**config.mk**
```make
export PLATFORM = sky130hd
export DESIGN_NAME = ilo_addr_gen
export DESIGN_NICKNAME = d
export VERILOG_FILES = /design/src/rtl/ilo_pkg.sv /design/src/rtl/ilo_step.sv /design/src/rtl/ilo_field_track.sv /design/src/rtl/ilo_addr_gen.sv
export SDC_FILE = /design/constraint.sdc
export NUM_CORES = 1
export LEC_CHECK = 0
export ABC_AREA = 1
export BUFFER_PORTS_ARGS = -buffer_cell sky130_fd_sc_hd__buf_2
export CAP_MARGIN = 40
export CORE_ASPECT_RATIO = 0.75
export CORE_MARGIN = 1.5
export CORE_UTILIZATION = 40
export DETAILED_ROUTE_END_ITERATION = 16
export PLACE_DENSITY = 0.64
export SYNTH_ARGS = -nofsm -noshare
export SYNTH_HDL_FRONTEND = slang
export SYNTH_SLANG_ARGS = --single-unit
```
**constraint.sdc**
```tcl
create_clock -name clk_i -period 6 [get_ports clk_i]
set_clock_uncertainty 0.1 [all_clocks]
set_input_delay 0.3 -clock clk_i [delete_from_list [all_inputs] [get_ports clk_i]]
set_output_delay 0.3 -clock clk_i [all_outputs]
set_load 0.03 [all_outputs]
```
**src/rtl/ilo_pkg.sv**
```systemverilog
package ilo_pkg;
  typedef logic [2:0] step_code_t;

  // pick step code by field/line parity
  function automatic step_code_t pick_code(
    input logic odd_field, input logic odd_line,
    input step_code_t ee, input step_code_t oe,
    input step_code_t eo, input step_code_t oo);
    case ({odd_field, odd_line})
      2'b00:   pick_code = ee;
      2'b01:   pick_code = oe;
      2'b10:   pick_code = eo;
      default: pick_code = oo;
    endcase
  endfunction
endpackage

```
**src/rtl/ilo_step.sv**
```systemverilog
module ilo_step #(
  parameter int AW = 32,
  parameter int PW = 16
) (
  input  logic [2:0]    code_i,
  input  logic [PW-1:0] pitch_i,
  output logic [AW-1:0] ofs_o
);
  localparam int MW = 3;
  logic [MW-1:0] mag;
  logic [AW-1:0] prod;

  assign mag  = MW'(code_i[1:0]) + MW'(1);
  assign prod = AW'(pitch_i) * AW'(mag);
  assign ofs_o = code_i[2] ? (~prod + AW'(1)) : prod;

  always_comb begin
    a_r7_mag_range: assert (mag >= MW'(1) && mag <= MW'(4));
  end
endmodule

```
**src/rtl/ilo_field_track.sv**
```systemverilog
module ilo_field_track (
  input  logic clk_i,
  input  logic rst_ni,
  input  logic field_start_i,
  input  logic line_start_i,
  input  logic field_id_i,
  input  logic field_inv_i,
  output logic odd_field_o,
  output logic odd_line_o
);
  logic odd_field_q, odd_line_q;

  // field start overrides stored parities in the same cycle
  assign odd_field_o = field_start_i ? (field_id_i ^ field_inv_i) : odd_field_q;
  assign odd_line_o  = field_start_i ? 1'b0 : odd_line_q;

  always_ff @(posedge clk_i or negedge rst_ni) begin
    if (!rst_ni) begin
      odd_field_q <= 1'b0;
      odd_line_q  <= 1'b0;
    end else begin
      odd_field_q <= odd_field_o;
      if (line_start_i) odd_line_q <= ~odd_line_o;
      else              odd_line_q <= odd_line_o;
    end
  end

  a_r5_field_held: assert property (@(posedge clk_i) disable iff (!rst_ni)
    !field_start_i |=> $stable(odd_field_q));
  a_r6_line_toggle: assert property (@(posedge clk_i) disable iff (!rst_ni)
    (line_start_i && !field_start_i) |=> (odd_line_q != $past(odd_line_q)));
  a_r6_line_reset: assert property (@(posedge clk_i) disable iff (!rst_ni)
    (field_start_i && !line_start_i) |=> !odd_line_q);
endmodule

```
**src/rtl/ilo_addr_gen.sv**
```systemverilog
module ilo_addr_gen #(
  parameter int AW = 32,
  parameter int PW = 16
) (
  input  logic          clk_i,
  input  logic          rst_ni,
  input  logic [AW-1:0] base_addr_i,
  input  logic [PW-1:0] pitch_i,
  input  logic          field_start_i,
  input  logic          line_start_i,
  input  logic          field_id_i,
  input  logic          field_inv_i,
  input  logic [1:0]    fld_ofs_i,
  input  logic [2:0]    step_ee_i,
  input  logic [2:0]    step_oe_i,
  input  logic [2:0]    step_eo_i,
  input  logic [2:0]    step_oo_i,
  output logic [AW-1:0] line_addr_o,
  output logic          line_vld_o
);
  import ilo_pkg::*;

  logic          odd_field, odd_line;
  step_code_t    code;
  logic [AW-1:0] step_ofs, fld_ofs, field_base, cur_addr, next_q;

  ilo_field_track u_track (
    .clk_i, .rst_ni, .field_start_i, .line_start_i, .field_id_i, .field_inv_i,
    .odd_field_o(odd_field), .odd_line_o(odd_line)
  );

  assign code = pick_code(odd_field, odd_line, step_ee_i, step_oe_i, step_eo_i, step_oo_i);

  ilo_step #(.AW(AW), .PW(PW)) u_line_step (
    .code_i(code), .pitch_i(pitch_i), .ofs_o(step_ofs)
  );

  // field offset is always forward
  ilo_step #(.AW(AW), .PW(PW)) u_field_step (
    .code_i({1'b0, fld_ofs_i}), .pitch_i(pitch_i), .ofs_o(fld_ofs)
  );

  assign field_base = odd_field ? (base_addr_i + fld_ofs) : base_addr_i;
  assign cur_addr   = field_start_i ? field_base : next_q;

  always_ff @(posedge clk_i or negedge rst_ni) begin
    if (!rst_ni) begin
      next_q      <= '0;
      line_addr_o <= '0;
      line_vld_o  <= 1'b0;
    end else begin
      line_vld_o <= line_start_i;
      if (line_start_i) begin
        line_addr_o <= cur_addr;
        next_q      <= cur_addr + step_ofs;
      end else if (field_start_i) begin
        next_q <= field_base;
      end
    end
  end

  a_r2_vld_follows_line: assert property (@(posedge clk_i) disable iff (!rst_ni)
    line_vld_o |-> $past(line_start_i));
  a_r2_line_gives_vld: assert property (@(posedge clk_i) disable iff (!rst_ni)
    line_start_i |=> line_vld_o);
  a_r2_addr_held: assert property (@(posedge clk_i) disable iff (!rst_ni)
    !line_start_i |=> $stable(line_addr_o));
  a_r3_even_base: assert property (@(posedge clk_i) disable iff (!rst_ni)
    (field_start_i && !(field_id_i ^ field_inv_i)) |=> (next_q == $past(base_addr_i)) || $past(line_start_i));
endmodule

```
==> impl_metrics.py, run 1 <==
metrics = {
    "place": {
        "io_buffers": 100,
        "place.gp.congestion": 0.977,
        "dp_hpwl_mm": 26.2,
    },
    "routing": {
        "drtPass1Iterations": 5,
        "wirelength_mm": 31.5,
        "antenna_left": 0,
        "viasPerCell": 5.20,
        "drt_iter0_drc": 815,
        "vias": 10286,
        "drt-wirelength-per-cell_um": 15.9,
        "drc": 0,
    },
    "die": {
        "core_area_sq_um": 23300,
        "io_pins": 101,
        "die-width_um": 182,
        "die_h_um": 137,
        "rows": 48,
        "fp.dieArea_sq_um": 25000,
        "initial_core_util": 0.413,
    },
    "sta": {
        "period_share": 0.928,
        "min_period_ns": 5.57,
        "worst_pin_slew_ns": 0.625,
        "timing.fmax_mhz": 180,
        "tns_ns": 0,
        "finalSetupViolations": 0,
        "drv_slew": 0,
        "slew_headroom": 0.583,
        "final-hold-violation-count": 0,
    },
    "power_and_ir_drop": {
        "power_density_nw_per_um2": 449,
        "power.leakage_nw": 6.31,
        "max-vdd-ir-drop_v": 0.000251,
    },
    "clock_network": {
        "cts_root_buffer": "clkbuf_16",
        "cts_buffers": 9,
        "clockBufferDepth": 2,
        "cts_tree": "yes",
        "path_clk_slew_ns": 0.06,
        "clk_latency_ns": 0.34,
        "cts_sinks": 67,
        "cts_max_level": 3,
    },
    "global_route": {
        "track_usage": 0.256,
        "grt-ovfl-total": 0,
        "grt_first_pass_wirelength_mm": 50.4,
        "antenna_found_initial": 0,
        "grt_max_degree": 54,
        "first_global_vias": 9625,
    },
    "min_path": {
        "hold_path_class": "primary input to register",
    },
    "synth": {
        "synth.largest_area_cell": "nand2_1",
        "yosysWarnings": 0,
        "synth_enable_flop_cells": 0,
        "synth-seq-cells": 67,
        "seq_area_frac_synth": 0.174,
        "synth_top_area_share": 0.196,
        "syn-num-nets": 1722,
        "avgSynthCellArea_sq_um": 6.29,
        "netlist_area_sq_um": 9640,
        "postSynthCellCount": 1533,
        "synth-async-reset-ratio": 1.00,
        "dominantRegCellSynth": "dfrtp_1",
        "synthTopCellsByArea": "nand2_1 20%, dfrtp_1 17%, fa_1 9.8%",
        "synth.most_common_cell": "nand2_1",
        "yosysUniqueCellTypes": 42,
        "synth_commonest_cells": "504 x nand2_1, 250 x inv_1, 106 x nor2_1",
    },
    "cells_and_area": {
        "syn2layout_area_growth_pct": 17.3,
        "drive_gt1_frac": 0.157,
        "nNetsFinal": 1861,
        "fin_util": 0.485,
        "insertedDiodeCount": 0,
        "fillers": 2436,
    },
    "setup_path": {
        "critical-path-max-stage-delay_ns": 0.51,
        "required_ns": 6.12,
        "arrival_ns": 5.69,
        "crit_fanout": 13,
        "critPathLaunchType": "register",
        "path_class": "register to register",
        "cp_slowest_cell": "fa_1",
        "crit_top_cell": "nand2_1",
        "cp-end-kind": "register",
    },
    "status": {
        "status": "complete, no violations",
    },
    "run": {
        "maxCapViolations": 0,
    },
}
[area by class of cell]
| class | instances | area [sq um] | share of cell area |
|---|---|---|---|
| flip-flops and latches | 67 | 1680 | 0.148 |
| inverters | 256 | 961 | 0.0850 |
| multi-input cells | 1174 | 6990 | 0.619 |
| clock buffers | 9 | 225 | 0.0199 |
| repair buffers | 164 | 1020 | 0.0902 |
| well taps | 300 | 375 | 0.0332 |
| clock inverters | 7 | 52.6 | 0.00465 |
[per-stage QoR]
stage / std cells / power [mW] / hold slack, ns / setup slack, ns / instance area [sq um]
6_report: 1977 / 5.07 / 0.315 / 0.431 / 11300
2_1_floorplan: 1533 / 3.17 / -0.0956 / 0.354 / 9640
3_3_place_gp: 1957 / 4.36 / 0.360 / -0.000494 / 10800
4_1_cts: 1975 / 4.92 / 0.302 / 0.229 / 11100
5_1_grt: 1977 / 5.56 / 0.327 / -0.0145 / 11300
3_5_place_dp: 1958 / 4.39 / 0.227 / -0.0304 / 10900
[critical path, delay by kind of cell, from the launching register on]
kind                       cells  cell delay (ns)
DFF                            1             0.42
and+or+nand+nor               14             1.56
AOI/OAI and AO/OA              6             0.98
adders and majority gates      4             1.44
xor gates and xnor gates       2             0.40
buffers and inverters          6             0.55
[sequential cells by signal (all words and copies together), names as in the netlist]
signal and count:
u_track.odd_field_q 1, next_q 32, line_vld_o 1, u_track.odd_line_q 1, line_addr_o 32
[cells by family (layout without fill, tap and decap cells)]
logic type | count (synthesis) | after routing | synth area share
xor gates and xnor gates | 49 | 49 | 0.0453
adders and majority gates | 121 | 121 | 0.194
AOI/OAI and AO/OA | 215 | 215 | 0.125
DFF | 67 | 67 | 0.174
buffers and inverters | 292 | 436 | 0.114
and+or+nand+nor | 789 | 789 | 0.347
[cells in the final DEF (no fill, tap or decap), types with 6 or more instances in the layout]
| master | synthesis | routed |
|---|---|---|
| buf_4 | 0 | 60 |
| o22ai_1 | 6 | 6 |
| inv_1 | 250 | 249 |
| inv_2 | 5 | 7 |
| buf_2 | 5 | 100 |
| nor2_1 | 106 | 101 |
| dfrtp_1 | 67 | 67 |
| o21ai_1 | 5 | 10 |
| clkbuf_16 | 0 | 9 |
| a21oi_1 | 80 | 75 |
| nand4_1 | 15 | 15 |
| and2_1 | 6 | 6 |
| xnor2_1 | 18 | 18 |
| nand2_2 | 15 | 14 |
| nor3_1 | 12 | 11 |
| or2_2 | 15 | 15 |
| nor2_2 | 5 | 10 |
| a21o_1 | 10 | 10 |
| fa_1 | 47 | 47 |
| xor2_1 | 30 | 29 |
| nand3_1 | 86 | 85 |
| o21ai_0 | 76 | 71 |
| nand2_1 | 504 | 504 |
| a21oi_2 | 4 | 9 |
| ha_1 | 74 | 65 |
| nand3_2 | 7 | 8 |
| nand3b_1 | 11 | 11 |
| a31oi_1 | 9 | 9 |
[metal layers]
layer,up-vias,GRT usage,wire (um)
li1,5100,-,-
met1,4862,0.383,15800
met2,301,0.388,12900
met3,23,0.0407,2360
met4,0,0.0505,438
met5,-,0,0
[repair_timing]
item | 4_1_cts | 5_1_grt
gates resized for setup | 0 | 37
hold buffers | 1 | 0
endpoints found under the setup margin | 0 | 19
endpoints found under the hold margin | 24 | 0
setup buffers | 0 | 2
[report_power, final]
group          switching, mW  total [mW]  internal, mW
registers             0.0603       0.664         0.604
logic                   2.39        3.90          1.51
clock network          0.225       0.508         0.283
total                   2.68        5.07          2.40
[path summary, 6_finish.rpt]
| check | start | endpoint | slack [ns] | depth (start not counted) |
|---|---|---|---|---|
| hold / removal | field_start_i | u_track.odd_line_q | 0.32 | 4 |
| min in group asynchronous | rst_ni | line_addr_o[14] | 0.42 | 3 |
| max in group asynchronous | rst_ni | next_q[4] | 4.83 | 4 |
| hold reg to reg | line_addr_o[16] | line_addr_o[16] | 0.38 | 2 |
| setup reg to reg | u_track.odd_field_q | next_q[18] | 0.43 | 32 |
| setup / recovery | u_track.odd_field_q | next_q[18] | 0.43 | 32 |
Power figures use the tool's default switching activity.
==> run 2, diff against run 1 <==
--- a/config.mk
+++ b/config.mk
@@ -9,10 +9,9 @@
 export BUFFER_PORTS_ARGS = -buffer_cell sky130_fd_sc_hd__buf_2
 export CAP_MARGIN = 40
 export CORE_ASPECT_RATIO = 0.75
-export CORE_MARGIN = 1.5
 export CORE_UTILIZATION = 40
 export DETAILED_ROUTE_END_ITERATION = 16
-export PLACE_DENSITY = 0.64
+export PLACE_DENSITY = 0.62
 export SYNTH_ARGS = -nofsm -noshare
 export SYNTH_HDL_FRONTEND = slang
 export SYNTH_SLANG_ARGS = --single-unit
==> constraint.sdc (replaced) <==
create_clock -name clk_i -period 7.05 [get_ports clk_i]
set_clock_uncertainty 0.1 [all_clocks]
set_input_delay 0.3525 -clock clk_i [delete_from_list [all_inputs] [get_ports clk_i]]
set_output_delay 0.3525 -clock clk_i [all_outputs]
set_load 0.03 [all_outputs]
==> run 2 against run 1 <==
Effect of this change:
- critical endpoint is now next_q[28]
- largest cell class unchanged
- design area down 4.7%
- clock power decreased by 13%
- sequential power is 15% lower
- worst setup slack better by 0.24 ns
- clock-buffer cell count rose by 2
- combinational power fell by 24%
- total power fell by 22%
- via count down 4.0%
- sequential share of layout area grew 0.74 points
==> impl_metrics.py, run 2 (synthesized netlist as in run 1, its figures left out) <==
metrics = {
    "place": {
        "place.gp.congestion": 0.977,
        "io_buffers": 100,
        "place_ws_ns": 0.262,
        "dp_hpwl_mm": 26.3,
    },
    "clock_network": {
        "cts_tree": "yes",
        "cts_setup_buffers": 0,
        "cts_root_buffer": "clkbuf_16",
        "clk_latency_ns": 0.34,
        "cts_sinks": 67,
        "cts_max_level": 3,
        "cts_buffers": 9,
        "path_clk_slew_ns": 0.06,
        "clockBufferDepth": 2,
    },
    "global_route": {
        "grt_first_pass_wirelength_mm": 50.7,
        "grt-ovfl-total": 0,
        "track_usage": 0.262,
        "antenna_found_initial": 0,
        "grt_max_degree": 61,
        "first_global_vias": 9370,
    },
    "sta": {
        "rsz0062_at_grt": "no",
        "worst_pin_slew_ns": 0.797,
        "timing.fmax_mhz": 157,
        "slew_headroom": 0.463,
        "finalSetupViolations": 0,
        "final-hold-violation-count": 0,
        "min_period_ns": 6.38,
        "period_share": 0.905,
        "setup_slack_ns": 0.671,
        "tns_ns": 0,
        "drv_slew": 0,
    },
    "routing": {
        "drc": 0,
        "drt-wirelength-per-cell_um": 16.3,
        "antenna_left": 0,
        "viasPerCell": 5.13,
        "wirelength_mm": 31.3,
        "vias": 9874,
        "drt_iter0_drc": 798,
        "drtPass1Iterations": 5,
    },
    "setup_path": {
        "cp-end-kind": "register",
        "arrival_ns": 6.55,
        "required_ns": 7.22,
        "r2r.worst_path.cells": 34,
        "cp_slowest_cell": "ha_2",
        "crit_fanout": 16,
        "r2r-start": "u_track.odd_line_q",
        "rrSetupSlack_ns": 0.69,
        "crit_top_cell": "nand2_1",
        "critical-path-max-stage-delay_ns": 0.53,
        "path_class": "primary input to register",
        "critPathLaunchType": "primary input",
        "worstReg2RegEnd": "next_q[28]",
    },
    "die": {
        "io_pins": 101,
        "fp.dieArea_sq_um": 24700,
        "initial_core_util": 0.413,
        "die-width_um": 181,
        "core_area_sq_um": 23300,
        "rows": 48,
        "die_h_um": 136,
    },
    "cells_and_area": {
        "nNetsFinal": 1808,
        "syn2layout_area_growth_pct": 11.8,
        "drive_gt1_frac": 0.115,
        "top_regs": "line_addr_o (32), next_q (32)",
        "insertedDiodeCount": 0,
        "fillers": 2480,
        "final_cell_mix": "504 x nand2_1, 250 x inv_1, 106 x nor2_1",
        "final_common_cell": "nand2_1",
    },
    "run": {
        "maxCapViolations": 0,
    },
    "status": {
        "status": "complete, no violations",
    },
    "power_and_ir_drop": {
        "power_density_nw_per_um2": 367,
        "max-vdd-ir-drop_v": 0.000172,
        "power.leakage_nw": 6.05,
    },
    "min_path": {
        "min_from": "base_addr_i[0]",
        "hold_path_class": "primary input to register",
        "hold_end": "next_q[0]",
        "hold_path_depth": 5,
    },
}
## run 2: cell type report
class | count | area [sq um] | area share
Tap cell | 300 | 375 | 0.0349
Clock buffer | 11 | 253 | 0.0235
Inverter | 256 | 961 | 0.0892
Clock inverter | 5 | 37.5 | 0.00349
Multi-Input combinational cell | 1174 | 6860 | 0.637
Sequential cell | 67 | 1680 | 0.156
Timing Repair Buffer | 111 | 606 | 0.0562
## run 2: metal layers
layer,global-route usage,vias to the layer above,share of wire
li1,-,4980,-
met1,0.405,4599,0.52
met2,0.390,275,0.40
met3,0.0329,20,0.064
met4,0.0433,0,0.010
met5,0,-,0
## run 2: worst max path at each step
stage | startpoint | end | slack [ns] | depth (start not counted)
3_5_place_dp | field_start_i | next_q[31] | 0.26 | 38
5_1_grt | field_start_i | next_q[28] | 0.09 | 37
4_1_cts | field_start_i | next_q[31] | 0.60 | 38
3_3_place_gp | field_start_i | next_q[31] | 0.44 | 39
6_report | field_start_i | next_q[28] | 0.67 | 36
2_1_floorplan | field_id_i | next_q[31] | 1.35 | 39
## run 2: timing repair
| item | CTS | global route |
|---|---|---|
| resized for setup | 0 | 2 |
| hold buffers | 1 | 0 |
| endpoints found under the setup margin | 0 | 4 |
| endpoints found under the hold margin | 23 | 0 |
## run 2: metrics by stage
step	hold WS [ns]	cells	instance area (sq um)	total power, mW	util
final	0.327	1924	10800	3.95	0.462
after global routing	0.346	1924	10800	4.36	0.462
after CTS	0.320	1924	10800	3.92	0.462
after detailed placement	0.274	1907	10500	3.46	0.449
after global placement	0.358	1906	10400	3.45	0.448
after floorplan	-0.0431	1533	9640	2.70	-
## run 2: worst max-delay path: cells and delay by family
kind / cells / cell delay (ns)
xor gates and xnor gates: 1 / 0.23
and+or+nand+nor: 21 / 2.56
AOI/OAI and AO/OA: 5 / 1.03
adders and majority gates: 4 / 1.73
buffers and inverters: 5 / 0.62
## run 2: power by group
| part | internal, mW | total [mW] | switching, mW |
|---|---|---|---|
| logic | 1.01 | 2.95 | 1.93 |
| clock network | 0.258 | 0.444 | 0.186 |
| registers | 0.514 | 0.564 | 0.0499 |
==> run 3, diff against run 2 <==
--- a/config.mk
+++ b/config.mk
@@ -11,7 +11,8 @@
 export CORE_ASPECT_RATIO = 0.75
 export CORE_UTILIZATION = 40
 export DETAILED_ROUTE_END_ITERATION = 16
-export PLACE_DENSITY = 0.62
+export PLACE_DENSITY = 0.61
 export SYNTH_ARGS = -nofsm -noshare
 export SYNTH_HDL_FRONTEND = slang
+export SYNTH_HIERARCHICAL = 1
 export SYNTH_SLANG_ARGS = --single-unit
==> constraint.sdc (replaced) <==
create_clock -name clk_i -period 7.05 [get_ports clk_i]
set_clock_uncertainty 0.1 [all_clocks]
set_input_delay 1.41 -clock clk_i [delete_from_list [all_inputs] [get_ports clk_i]]
set_output_delay 1.41 -clock clk_i [all_outputs]
set_load 0.03 [all_outputs]
==> run 3 against run 2 <==
Effect of this change:
- clock-buffer cell count down 1
- clock power is 18% higher
- register-to-register slack improved by 0.53 ns
- combinational power increased by 47%
- utilization up 5.2 points
- critical endpoint is now next_q[26]
- largest cell class unchanged
==> impl_metrics.py, run 3 <==
metrics = {
    "synth": {
        "yosysUniqueCellTypes": 52,
        "synth_commonest_cells": "775 x nand2_1, 354 x inv_1, 163 x nand3_1",
        "synth.most_common_cell": "nand2_1",
        "synthTopCellsByArea": "nand2_1 23%, dfrtp_1 14%, inv_1 11%",
        "avgSynthCellArea_sq_um": 5.81,
        "syn-num-nets": 2337,
        "synth-async-reset-ratio": 1.00,
        "seq_area_frac_synth": 0.135,
        "synth_enable_flop_cells": 0,
        "synth_top_area_share": 0.235,
        "netlist_area_sq_um": 12400,
        "synth.largest_area_cell": "nand2_1",
        "synth-seq-cells": 67,
        "postSynthCellCount": 2132,
        "dominantRegCellSynth": "dfrtp_1",
        "yosysWarnings": 6,
    },
    "routing": {
        "drt-wirelength-per-cell_um": 14.7,
        "drtPass1Iterations": 5,
        "viasPerCell": 5.02,
        "drt_iter0_drc": 1017,
        "antenna_left": 0,
        "vias": 14066,
        "drc": 0,
        "wirelength_mm": 41.1,
    },
    "sta": {
        "drv_slew": 0,
        "rsz0062_at_grt": "yes",
        "setup_slack_ns": 0.303,
        "slew_headroom": 0.483,
        "timing.fmax_mhz": 148,
        "worst_pin_slew_ns": 0.775,
        "period_share": 0.957,
        "final-hold-violation-count": 0,
        "min_period_ns": 6.75,
        "tns_ns": 0,
        "finalSetupViolations": 0,
    },
    "setup_path": {
        "cp-end-kind": "register",
        "crit_top_cell": "nand2_1",
        "worst-path-buf-inv": 8,
        "critPathLaunchType": "primary input",
        "critical-path-max-stage-delay_ns": 0.55,
        "crit_fanout": 5,
        "required_ns": 7.18,
        "arrival_ns": 6.87,
        "path_class": "primary input to register",
        "cp_slowest_cell": "fa_1",
        "cp_top_family": "simple AND/OR/NAND/NOR gates",
    },
    "power_and_ir_drop": {
        "switchingPower_mw": 2.78,
        "max-vdd-ir-drop_v": 0.000187,
        "switching_share": 0.509,
        "internal_power_mw": 2.68,
        "power_density_nw_per_um2": 350,
        "power.leakage_nw": 8.92,
        "combPwrFrac": 0.796,
        "clockPowerShare": 0.096,
        "p_seq_frac": 0.108,
    },
    "clock_network": {
        "cts_sinks": 67,
        "holdBufCountCts": 0,
        "path_clk_slew_ns": 0.06,
        "clk_latency_ns": 0.34,
        "cts_max_level": 3,
        "cts_root_buffer": "clkbuf_16",
        "clockBufferDepth": 2,
        "cts_buffers": 9,
        "cts_tree": "yes",
    },
    "run": {
        "maxCapViolations": 0,
    },
    "place": {
        "place_ws_ns": -0.325,
        "place.gp.congestion": 0.950,
        "dp_cells": 2779,
        "dp_hpwl_mm": 34.7,
        "io_buffers": 100,
        "place_area_sq_um": 14700,
    },
    "die": {
        "rows": 55,
        "fp.dieArea_sq_um": 31700,
        "io_pins": 101,
        "core_area_sq_um": 30300,
        "die-width_um": 205,
        "initial_core_util": 0.409,
        "die_h_um": 154,
    },
    "global_route": {
        "antenna_found_initial": 1,
        "grt-ovfl-total": 0,
        "track_usage": 0.262,
        "grt_max_degree": 65,
        "grt_first_pass_wirelength_mm": 65.5,
        "first_global_vias": 12821,
    },
    "status": {
        "status": "complete, no violations",
    },
    "cells_and_area": {
        "final_cell_mix": "761 x nand2_1, 353 x inv_1, 198 x buf_4",
        "drive_gt1_frac": 0.223,
        "final_common_cell": "nand2_1",
        "syn2layout_area_growth_pct": 25.8,
        "insertedDiodeCount": 0,
        "top_regs": "line_addr_o (32), next_q (32)",
        "fillers": 3190,
        "nNetsFinal": 2605,
        "fin_util": 0.514,
        "final_cells": 2804,
        "design_area_sq_um": 15600,
    },
    "min_path": {
        "hold_path_class": "register to register",
    },
}
[run 3: cell families (layout without fill, tap and decap cells)]
logic type	count (synthesis)	after routing	share of synthesized area
simple gates	1246	1246	0.439
buf+inv	406	679	0.127
compound gates	224	224	0.105
fa+ha+maj	137	137	0.158
flops	67	67	0.135
xor+xnor	51	51	0.0361
other cells	1	1	0.000303
[run 3: routing by layer]
layer | up-vias | GRT usage | share of wire
met5 | - | 0 | 0.00032
met2 | 344 | 0.389 | 0.42
met4 | 2 | 0.0388 | 0.010
li1 | 7176 | - | -
met1 | 6509 | 0.398 | 0.51
met3 | 35 | 0.0438 | 0.066
[run 3: area by class of cell]
class,count,area [sq um],area share
clock inverters,6,113,0.00723
well taps,399,499,0.0321
flip-flops and latches,67,1680,0.108
multi-input cells,1659,9610,0.617
clock buffers,10,229,0.0147
inverters,360,1350,0.0868
repair buffers,303,2090,0.134
[run 3: power by group through the flow]
stage	registers, mW	logic (mW)	clock network [mW]
6_report	0.587	4.35	0.526
5_1_grt	0.597	4.83	0.548
4_1_cts	0.586	4.05	0.533
3_5_place_dp	0.590	4.02	0
3_3_place_gp	0.588	3.98	0
2_1_floorplan	0.663	2.44	0
[run 3: worst paths after layout]
| kind | cells after the start | slack, ns | from | endpoint |
|---|---|---|---|---|
| max | 35 | 0.30 | field_start_i | next_q[26] |
| min | 2 | 0.38 | line_addr_o[23] | line_addr_o[23] |
| max reg2reg | 35 | 1.22 | u_track/odd_field_q | next_q[26] |
| min reg2reg | 2 | 0.38 | line_addr_o[23] | line_addr_o[23] |
| max in group asynchronous | 3 | 5.48 | rst_ni | line_addr_o[0] |
| min in group asynchronous | 2 | 0.85 | rst_ni | line_addr_o[16] |
[run 3: through the flow]
stage / hold slack (ns) / power (mW)
2_1_floorplan: 0.382 / 3.11
3_3_place_gp: 0.360 / 4.57
3_5_place_dp: 0.363 / 4.61
4_1_cts: 0.379 / 5.17
5_1_grt: 0.393 / 5.97
6_report: 0.375 / 5.46
[run 3: what timing repair did]
action | 4_1_cts | 5_1_grt
gates resized for setup | 0 | 133
setup endpoints to repair | 0 | 23
setup buffers | 0 | 9
endpoints found under the hold margin | 0 | 0
[run 3: tightest hold or removal path, stage by stage (launching register included)]
cell     delay [ns]
dfrtp_1        0.34
nand2_1        0.05
nand2_1        0.05
